[config.mk]
export PLATFORM = sky130hd
export DESIGN_NAME = pci_target_single
export DESIGN_NICKNAME = d
export VERILOG_FILES = /design/src/rtl/pci_target_single.sv
export SDC_FILE = /design/constraint.sdc
export NUM_CORES = 1
export LEC_CHECK = 0
export BUFFER_PORTS_ARGS = -buffer_cell sky130_fd_sc_hd__buf_2
export CAP_MARGIN = 20
export CORE_ASPECT_RATIO = 1.75
export CORE_MARGIN = 2
export CORE_UTILIZATION = 35
export CTS_CLUSTER_SIZE = 8
export DETAILED_ROUTE_END_ITERATION = 8
export PLACE_DENSITY = 0.63
export SYNTH_ARGS = -nofsm -noshare
export SYNTH_HDL_FRONTEND = slang
export SYNTH_SLANG_ARGS = --single-unit
[constraint.sdc]
create_clock -name clk -period 5.1 [get_ports clk]
set_clock_uncertainty 0.15 [all_clocks]
set_input_delay 1.02 -clock clk [delete_from_list [all_inputs] [get_ports clk]]
set_output_delay 1.02 -clock clk [all_outputs]
set_load 0.01 [all_outputs]
[src/rtl/pci_target_single.sv]
module pci_target_single #(
  parameter logic [15:0] VENDOR_ID  = 16'h1BAD,
  parameter logic [15:0] DEVICE_ID  = 16'h0C01,
  parameter logic [15:0] SUBVEN_ID  = 16'h1BAD,
  parameter logic [15:0] SUBSYS_ID  = 16'h0001,
  parameter logic [7:0]  REVISION   = 8'h01,
  parameter logic [23:0] CLASS_CODE = 24'h118000,
  parameter int          IO_BITS    = 4,
  parameter int          MEM_BITS   = 18,
  parameter int          TRDY_WAIT  = 2
) (
  input  logic        clk,
  input  logic        rst_n,
  input  logic        frame_n,
  input  logic        irdy_n,
  input  logic        idsel,
  input  logic [3:0]  cbe_n_in,
  input  logic [31:0] ad_in,
  output logic [31:0] ad_out,
  output logic        ad_oe,
  output logic        par_out,
  output logic        par_oe,
  output logic        devsel_n,
  output logic        trdy_n,
  output logic        stop_n,
  output logic        tgt_oe,
  input  logic        loc_irq_n,
  output logic        int_oe,
  output logic        lreq,
  output logic        lwe,
  output logic        lio,
  output logic [31:0] laddr,
  output logic [3:0]  lbe,
  output logic [31:0] lwdata,
  input  logic [31:0] lrdata
);
  localparam int CW = $clog2(TRDY_WAIT + 2);

  typedef enum logic [2:0] {S_IDLE, S_DEC, S_WAIT, S_DATA, S_DISC, S_TURN} st_t;
  st_t st;

  logic              frame_q, idsel_q, is_cfg;
  logic [31:0]       addr_q;
  logic [3:0]        cmd_q;
  logic [CW-1:0]     cnt;
  logic              io_en, mem_en;
  logic [31:IO_BITS] io_base;
  logic [31:MEM_BITS] mem_base;
  logic [7:0]        int_line;
  logic [31:0]       cfg_rdata;

  wire is_rd   = ~cmd_q[0];
  wire io_hit  = (cmd_q[3:1] == 3'b001) && io_en  && (addr_q[31:IO_BITS]  == io_base);
  wire mem_hit = (cmd_q[3:1] == 3'b011) && mem_en && (addr_q[31:MEM_BITS] == mem_base);
  wire cfg_hit = (cmd_q[3:1] == 3'b101) && idsel_q && (addr_q[1:0] == 2'b00);
  wire any_hit = io_hit | mem_hit | cfg_hit;
  wire xfer    = (st == S_DATA) && !irdy_n;
  wire cfg_wr  = xfer && is_cfg && cmd_q[0];
  wire [3:0] be = ~cbe_n_in;

  always_comb begin
    case (addr_q[7:2])
      6'd0:    cfg_rdata = {DEVICE_ID, VENDOR_ID};
      6'd1:    cfg_rdata = {16'h0200, 14'b0, mem_en, io_en};
      6'd2:    cfg_rdata = {CLASS_CODE, REVISION};
      6'd4:    cfg_rdata = {io_base, {(IO_BITS-1){1'b0}}, 1'b1};
      6'd5:    cfg_rdata = {mem_base, {MEM_BITS{1'b0}}};
      6'd11:   cfg_rdata = {SUBSYS_ID, SUBVEN_ID};
      6'd15:   cfg_rdata = {16'h0000, 8'h01, int_line};
      default: cfg_rdata = 32'h0;
    endcase
  end

  always_ff @(posedge clk or negedge rst_n) begin
    if (!rst_n) begin
      io_en    <= 1'b0;
      mem_en   <= 1'b0;
      io_base  <= '0;
      mem_base <= '0;
      int_line <= 8'h00;
    end else if (cfg_wr) begin
      case (addr_q[7:2])
        6'd1:  if (be[0]) begin io_en <= ad_in[0]; mem_en <= ad_in[1]; end
        6'd4:  for (int i = IO_BITS; i < 32; i++) if (be[i/8]) io_base[i] <= ad_in[i];
        6'd5:  for (int i = MEM_BITS; i < 32; i++) if (be[i/8]) mem_base[i] <= ad_in[i];
        6'd15: if (be[0]) int_line <= ad_in[7:0];
        default: ;
      endcase
    end
  end

  always_ff @(posedge clk or negedge rst_n) begin
    if (!rst_n) begin
      st       <= S_IDLE;
      frame_q  <= 1'b1;
      addr_q   <= '0;
      cmd_q    <= '0;
      idsel_q  <= 1'b0;
      is_cfg   <= 1'b0;
      cnt      <= '0;
      devsel_n <= 1'b1;
      trdy_n   <= 1'b1;
      stop_n   <= 1'b1;
      tgt_oe   <= 1'b0;
      ad_oe    <= 1'b0;
      ad_out   <= '0;
      lreq     <= 1'b0;
      lwe      <= 1'b0;
      lio      <= 1'b0;
      laddr    <= '0;
      lbe      <= '0;
      lwdata   <= '0;
    end else begin
      frame_q <= frame_n;
      lreq    <= 1'b0;
      case (st)
        S_IDLE: if (frame_q && !frame_n) begin
          addr_q  <= ad_in;
          cmd_q   <= cbe_n_in;
          idsel_q <= idsel;
          st      <= S_DEC;
        end
        S_DEC: if (any_hit) begin
          devsel_n <= 1'b0;
          tgt_oe   <= 1'b1;
          ad_oe    <= is_rd;
          is_cfg   <= cfg_hit;
          cnt      <= CW'(TRDY_WAIT);
          st       <= S_WAIT;
          if (!cfg_hit) begin
            laddr <= addr_q;
            lio   <= io_hit;
            lbe   <= be;
            lwe   <= 1'b0;
            lreq  <= is_rd;
          end
        end else begin
          st <= S_IDLE;
        end
        S_WAIT: if (cnt == '0) begin
          trdy_n <= 1'b0;
          stop_n <= frame_n;
          if (is_rd) ad_out <= is_cfg ? cfg_rdata : lrdata;
          st <= S_DATA;
        end else begin
          cnt <= cnt - 1'b1;
        end
        S_DATA: if (!irdy_n) begin
          trdy_n <= 1'b1;
          ad_oe  <= 1'b0;
          if (!is_rd && !is_cfg) begin
            lreq   <= 1'b1;
            lwe    <= 1'b1;
            lwdata <= ad_in;
            lbe    <= be;
          end
          if (frame_n) begin
            devsel_n <= 1'b1;
            stop_n   <= 1'b1;
            st       <= S_TURN;
          end else begin
            stop_n <= 1'b0;
            st     <= S_DISC;
          end
        end else begin
          stop_n <= frame_n;
        end
        S_DISC: if (frame_n) begin
          devsel_n <= 1'b1;
          stop_n   <= 1'b1;
          st       <= S_TURN;
        end
        S_TURN: begin
          tgt_oe <= 1'b0;
          st     <= S_IDLE;
        end
        default: st <= S_IDLE;
      endcase
    end
  end

  always_ff @(posedge clk or negedge rst_n) begin
    if (!rst_n) begin
      par_out <= 1'b0;
      par_oe  <= 1'b0;
      int_oe  <= 1'b0;
    end else begin
      par_out <= ^{ad_out, cbe_n_in};
      par_oe  <= ad_oe;
      int_oe  <= ~loc_irq_n;
    end
  end
endmodule

==> results of run 1 <==
[how the worst max path moves through the flow]
stage                     cells past startpoint      endpoint  slack [ps]
after floorplan                               4  mem_base[24]        2400
after global placement                        4   io_base[31]        1970
after detailed placement                      4   io_base[29]        1950
after CTS                                     6     laddr[25]        1980
after global routing                          6     laddr[25]        1830
final                                         6     laddr[25]        2010
[power breakdown]
part | switching (mW) | internal, mW | total [mW]
registers | 0.455 | 2.08 | 2.53
clock network | 0.683 | 1.03 | 1.71
logic | 1.01 | 0.960 | 1.97
[flip-flops by register name, summed over array words and instances (netlist names), 2 cells and up]
name,count
ad_out,32
laddr,32
io_base,28
lwdata,32
lbe,4
mem_base,14
st,3
cmd_q,4
int_line,8
addr_q,32
cnt,2
[area by class of cell]
cell class                 count  area (um^2)
inverter                      15         56.3
clock buffer                  43          778
antenna                        3         7.51
tap                          324          405
clock inverter                 1         8.76
fill                        2505        15000
multi-input combinational    492         4000
timing repair buffer         190         1010
sequential                   207         5180
[routing by layer]
metal  wire length [um]  vias up  track usage (%)
met1               9610     3286             20.8
li1                   -     3047                -
met3               1290       58             2.35
met2              14200      239             34.5
met4               1100        0             8.61
met5                  0        -                0
[through the flow]
step           utilization [%]  instance area (um^2)  std cells
4_1_cts                   43.1                 11400       1271
6_report                  43.2                 11400       1275
2_1_floorplan                -                  9370        750
5_1_grt                   43.2                 11400       1275
3_3_place_gp              40.1                 10600       1227
3_5_place_dp              40.1                 10600       1227
[cells in the final DEF, fill, tap and decap left out, types with 17 or more instances in the layout]
cell                          n
sky130_fd_sc_hd__mux2_2     148
sky130_fd_sc_hd__dfrtp_1    203
sky130_fd_sc_hd__nand2_1     50
sky130_fd_sc_hd__o21ai_0     49
sky130_fd_sc_hd__nor2_1      17
sky130_fd_sc_hd__buf_2      183
sky130_fd_sc_hd__and3_1      19
sky130_fd_sc_hd__xnor2_1     33
sky130_fd_sc_hd__clkbuf_16   29
sky130_fd_sc_hd__xor2_1      45
[worst max-delay path, delay by kind of cell, from the launching register on]
kind	cells	cell delay, ps
AO/OA/AOI/OAI	1	390
XOR/XNOR	1	220
flip-flops	1	550
multiplexers	1	510
AND/OR/NAND/NOR	3	1100
[cell families after synthesis]
| group | count (synthesis) |
|---|---|
| multiplexers | 159 |
| AND/OR/NAND/NOR | 135 |
| flip-flops | 207 |
| XOR/XNOR | 78 |
| buffers and inverters | 51 |
| AO/OA/AOI/OAI | 119 |
| adder cells (fa/ha/maj) | 1 |
==> summary.txt, run 1 <==
Drt
  – Post-DR vias/cell: 5.20
  – Detailed-route wire length: 26200 um
  – Iteration-0 DRC Markers: 340
  – 1st-pass router iterations: 5
  – Total vias in the final route: 6630
  – WL per Instance: 20.5 um
  – Total DRC errors in the routed layout: 0
  – Detail Route Antenna Nets: 0

Synthesis
  – Top cells by area in the synthesized netlist: sky130_fd_sc_hd__dfrtp_1 54%, sky130_fd_sc_hd__mux2_2 18%, sky130_fd_sc_hd__xor2_1 4.2%
  – Cell area after synthesis: 0.00937 mm^2
  – Async set-or-reset flop fraction in the synthesized netlist: 100%
  – Post-Synthesis Cells: 750
  – Post-synth EDFFs: 0
  – Most frequently used cell type in the post-synthesis netlist: sky130_fd_sc_hd__dfrtp_1
  – Fraction of the mapped netlist area in compound gates: 8.13%
  – Most area-hungry cell type in the Yosys netlist: sky130_fd_sc_hd__dfrtp_1
  – Fraction of synthesized area in multiplexers: 19.0%
  – Syn nets: 825
  – Synthesized area per cell: 12.5 um^2
  – Commonest cells in the synthesized netlist: 203 x sky130_fd_sc_hd__dfrtp_1, 148 x sky130_fd_sc_hd__mux2_2, 50 x sky130_fd_sc_hd__nand2_1
  – Number of synthesis warnings: 0
  – Main combinational cell family by area after synthesis: multiplexers
  – #FFs+latches synth: 207
  – Distinct cell type count after synthesis: 56
  – Xor-xnor portion of the synthesized cell area: 7.29%
  – Synth top area share: 54.2%
  – Adder-cell share of the synthesized area: 0.134%
  – Register area share after synthesis: 55.3%
  – Share of synthesized cell area in and, or, nand and nor gates: 7.93%
  – Commonest register cell after synthesis: sky130_fd_sc_hd__dfrtp_1

CTS
  – TritonCTS clock tree: done
  – Clock tree root driver cell: sky130_fd_sc_hd__clkbuf_16
  – Hold buffers post-CTS: 0
  – Num Clock Sinks: 207
  – H-tree levels: 1
  – Number of buffers created by CTS: 29
  – Post-CTS clock slew at the launch and capture registers of the worst setup and hold paths: 50 ps
  – Clock latency of the later-clocked register in the worst-skew pair: 550 ps
  – Post_cts resized: 0
  – Maximum buffer depth of the clock tree: 3
  – Post-CTS Setup Bufs: 0

Die
  – Row count: 79
  – Die Height: 220 um
  – Overall die width: 128 um
  – Core outline area: 0.0265 mm^2
  – Full die area: 0.0281 mm^2
  – Initial Utilization: 35.4%
  – Count of boundary I/O pins: 185

Setup path
  – Critical path fanouts, max: 35
  – Critical R2R Capture: laddr[25]
  – Chain of cells forming the critical path: xor2_1, nor4_1, nand4_1, o21ai_2, nand2_2, mux2_2
  – Critical Path Slowest Stage Cell: sky130_fd_sc_hd__nand2_2
  – Critical path capture point type: register
  – Start of the worst register-to-register path: addr_q[4]
  – Number of cells traversed by the worst register-to-register path: 6
  – Max stage delay on crit path: 630 ps
  – Critical setup path kind: reg2reg
  – Beginning of the critical path: addr_q[4]
  – Kind of launch point of the worst setup path: register
  – Data arrival time of the critical path: 3350 ps
  – WP data required: 5360 ps
  – Register-to-register setup slack: 2010 ps

Power
  – Standby leakage power: 5.76 nW
  – PwrDens: 543 mW/mm^2
  – Worst-case vdd ir drop: 277 uV
  – Final total power: 6.21 mW

Timing
  – Post-layout minimum cycle time: 3090 ps
  – Final cycle utilization of the critical path: 60.6%
  – Worst-case setup margin in the final layout: 2010 ps
  – RSZ-0062 raised after global routing: no
  – Worst slew pin tran: 1010 ps
  – Slew margin rel.: 32.4%
  – Final Hold Violating Endpoints: 0
  – Achievable clock frequency: 324 MHz
  – Worst hold slack after final layout: 295 ps
  – Number of pins exceeding their max-slew limit in the final report: 0
  – Setup Total Neg Slack: 0 ps
  – Final setup fails: 0

Placement
  – Routability congestion estimate: 0.909
  – DP Wirelength: 19600 um
  – Count of buffers inserted at the top-level ports: 184
  – Pre-CTS worst setup slack: 1950 ps

Final layout
  – Share of final-layout standard cells stronger than drive strength 1: 40.7%
  – Relative area change from synthesis to final layout: 22.1%
  – Number of nets in the final layout: 1010

GRT
  – Initial antenna violation count: 4
  – Global-route congestion overflow total: 0
  – Total routing usage reported by global routing: 18.5%
  – Vias in the first global route: 6675
  – Wire length of the first global-routing pass: 39600 um
  – Maximum number of pins on one net before global-route repair: 98

Min path
  – Hold Path End: par_oe
  – Hold path cells: 0
  – Worst Hold Launch: ad_oe
  – Worst min path class: reg2reg

Job
  – Max-cap check violation count: 0

Outcome
  – Status: completed
Note: power is estimated with default switching activity, not from simulation.
==> run 2, diff against run 1 <==
--- a/config.mk
+++ b/config.mk
@@ -12,7 +12,7 @@
 export CORE_UTILIZATION = 35
 export CTS_CLUSTER_SIZE = 8
 export DETAILED_ROUTE_END_ITERATION = 8
-export PLACE_DENSITY = 0.63
+export PLACE_DENSITY = 0.65
 export SYNTH_ARGS = -nofsm -noshare
 export SYNTH_HDL_FRONTEND = slang
 export SYNTH_SLANG_ARGS = --single-unit
==> constraint.sdc (replaced) <==
create_clock -name clk -period 2.8 [get_ports clk]
set_clock_uncertainty 0.15 [all_clocks]
set_input_delay 0.56 -clock clk [delete_from_list [all_inputs] [get_ports clk]]
set_output_delay 0.56 -clock clk [all_outputs]
set_load 0.01 [all_outputs]
==> run 2 against run 1 <==
Clock power increased by 81%. Maximum frequency increased by 18%. Utilization increased by 0.67 points. Register-to-register slack got worse by 1800 ps. Die area unchanged. Sequential cell count unchanged. Design area increased by 1.5%. Worst setup slack got worse by 1800 ps. First-iteration DRC count decreased by 8.5%. Critical path type unchanged. Critical endpoint is now mem_base[31]. Largest power group unchanged. Highest routed layer unchanged.
==> summary.txt, run 2 (synthesis results as in run 1) <==
Placement
  – DP Wirelength: 19900 um (was 19600 um)
  – Routability congestion estimate: 0.901 (was 0.909)
  – Count of buffers inserted at the top-level ports: 184 (unchanged)

CTS
  – H-tree levels: 1 (unchanged)
  – Number of buffers created by CTS: 29 (unchanged)
  – Num Clock Sinks: 207 (unchanged)
  – Post-CTS Setup Bufs: 0 (unchanged)
  – Hold buffers post-CTS: 2 (was 0)
  – Clock latency of the later-clocked register in the worst-skew pair: 540 ps (was 550 ps)
  – Post_cts resized: 0 (unchanged)
  – TritonCTS clock tree: done (unchanged)
  – Maximum buffer depth of the clock tree: 3 (unchanged)
  – Clock tree root driver cell: sky130_fd_sc_hd__clkbuf_16 (unchanged)
  – Post-CTS clock slew at the launch and capture registers of the worst setup and hold paths: 50 ps (about the same)

Final layout
  – Commonest non-fill, non-tap cell in the layout: sky130_fd_sc_hd__dfrtp_1 (unchanged)
  – Share of final-layout standard cells stronger than drive strength 1: 41.8% (was 40.7%)
  – Number of nets in the final layout: 1031 (was 1010)
  – Most frequent cells in the layout: 203 x sky130_fd_sc_hd__dfrtp_1, 183 x sky130_fd_sc_hd__buf_2, 148 x sky130_fd_sc_hd__mux2_2, 50 x sky130_fd_sc_hd__nand2_1, 49 x sky130_fd_sc_hd__o21ai_0 (unchanged)
  – Relative area change from synthesis to final layout: 24.0% (was 22.1%)

Min path
  – Hold Path End: int_oe (was par_oe)
  – Hold path cells: 2 (was 0)
  – Worst Hold Launch: loc_irq_n (was ad_oe)
  – Worst min path class: in2reg (was reg2reg)

Setup path
  – Critical Path Slowest Stage Cell: sky130_fd_sc_hd__dfrtp_1 (was sky130_fd_sc_hd__nand2_2)
  – Max stage delay on crit path: 470 ps (was 630 ps)
  – Critical path fanouts, max: 9 (was 35)
  – Kind of launch point of the worst setup path: register (unchanged)
  – WP data required: 3060 ps (was 5360 ps)
  – Number of cells traversed by the worst register-to-register path: 6 (unchanged)
  – Register-to-register setup slack: 190 ps (was 2010 ps)
  – Critical R2R Capture: mem_base[31] (was laddr[25])
  – Critical setup path kind: reg2reg (unchanged)
  – Chain of cells forming the critical path: and2b_2, nand2_1, or4_1, buf_4, nor3_4, mux2_2 (was xor2_1, nor4_1, nand4_1, o21ai_2, nand2_2, mux2_2)
  – Critical path capture point type: register (unchanged)
  – Start of the worst register-to-register path: st[1] (was addr_q[4])
  – Data arrival time of the critical path: 2870 ps (was 3350 ps)

Power
  – Clock network fraction of design power: 27.1% (was 27.6%)
  – Standby leakage power: 5.87 nW (was 5.76 nW)
  – Portion of total power attributed to sequential cells: 39.5% (was 40.8%)
  – Net switching share of the total power: 34.2% (was 34.5%)
  – Internal Dissipation: 7.50 mW (was 4.07 mW)
  – Net Sw Power: 3.90 mW (was 2.14 mW)
  – Worst-case vdd ir drop: 456 uV (was 277 uV)
  – Share of power burned in combinational logic: 33.4% (was 31.6%)
  – PwrDens: 981 mW/mm^2 (was 543 mW/mm^2)

Drt
  – Detailed-route wire length: 26200 um (about the same)
  – Total vias in the final route: 6649 (was 6630)
  – Detail Route Antenna Nets: 0 (unchanged)
  – Total DRC errors in the routed layout: 0 (unchanged)
  – 1st-pass router iterations: 4 (was 5)
  – Iteration-0 DRC Markers: 311 (was 340)
  – WL per Instance: 20.2 um (was 20.5 um)
  – Post-DR vias/cell: 5.13 (was 5.20)

GRT
  – Wire length of the first global-routing pass: 40200 um (was 39600 um)
  – Maximum number of pins on one net before global-route repair: 60 (was 98)
  – Vias in the first global route: 6976 (was 6675)
  – Global-route congestion overflow total: 0 (unchanged)
  – Initial antenna violation count: 3 (was 4)
  – Total routing usage reported by global routing: 18.8% (was 18.5%)

Die
  – Full die area: 0.0281 mm^2 (unchanged)
  – Initial Utilization: 35.4% (unchanged)
  – Overall die width: 128 um (unchanged)
  – Die Height: 220 um (unchanged)
  – Row count: 79 (unchanged)
  – Core outline area: 0.0265 mm^2 (unchanged)
  – Count of boundary I/O pins: 185 (unchanged)

Timing
  – Final setup fails: 0 (unchanged)
  – Final cycle utilization of the critical path: 93.2% (was 60.6%)
  – Setup Total Neg Slack: 0 ps (unchanged)
  – Slew margin rel.: 59.1% (was 32.4%)
  – Final Hold Violating Endpoints: 0 (unchanged)
  – Worst hold slack after final layout: 22.3 ps (was 295 ps)
  – Number of pins exceeding their max-slew limit in the final report: 0 (unchanged)
  – Achievable clock frequency: 383 MHz (was 324 MHz)
  – RSZ-0062 raised after global routing: no (unchanged)
  – Worst slew pin tran: 609 ps (was 1010 ps)
  – Post-layout minimum cycle time: 2610 ps (was 3090 ps)

Job
  – Max-cap check violation count: 0 (unchanged)

Outcome
  – Status: completed (unchanged)
run 2: cell count changes in the layout (fill, tap and decap cells not counted), sizes merged:
cell,change
buf,+19
dlygate4sd3,+2
clkbuf,-1
run 2: worst max-delay path: cells and delay by family, from the launching register on:
| family | cells | cell delay (ps) |
|---|---|---|
| buf+inv | 1 | 210 |
| simple gates | 4 | 1250 |
| flops | 1 | 470 |
| mux | 1 | 390 |
run 2: layer usage:
metal | vias to the layer above | track usage, % | wire [um]
met4 | 0 | 10.0 | 1200
met3 | 52 | 2.78 | 1310
li1 | 3098 | - | -
met1 | 3305 | 20.5 | 9510
met2 | 194 | 35.0 | 14200
met5 | - | 0 | 0
run 2: stage by stage:
stage	std cells	cell area [um^2]	total power, mW	setup WS, ps	utilization (%)
2_1_floorplan	750	9370	6.91	542	-
3_3_place_gp	1247	10800	8.31	260	40.8
3_5_place_dp	1247	10800	8.41	217	40.8
4_1_cts	1292	11600	11.6	193	43.8
5_1_grt	1295	11600	12.1	17.9	43.9
6_report	1295	11600	11.4	190	43.9
run 2: how the worst max path moves through the flow:
stage                     startpoint           end
after floorplan                st[2]  mem_base[24]
after global placement     addr_q[5]     laddr[10]
after detailed placement   addr_q[5]      laddr[8]
after CTS                  addr_q[5]     laddr[21]
after global routing       addr_q[5]     laddr[27]
final                          st[1]  mem_base[31]
run 2: power by group through the flow:
stage / clock (mW) / sequential, mW / combinational (mW)
floorplan: 0 / 4.55 / 2.36
global placement: 0 / 4.51 / 3.80
detailed placement: 0 / 4.55 / 3.86
CTS: 3.18 / 4.51 / 3.88
global route: 3.30 / 4.63 / 4.17
finish: 3.09 / 4.50 / 3.81
run 2: area by class of cell:
class | instances | area [um^2]
clock inverter | 1 | 8.76
clock buffer | 42 | 774
timing repair buffer | 211 | 1190
antenna | 3 | 7.51
tap | 324 | 405
multi-input combinational | 492 | 4000
sequential | 207 | 5180
fill | 2477 | 14900
inverter | 15 | 56.3
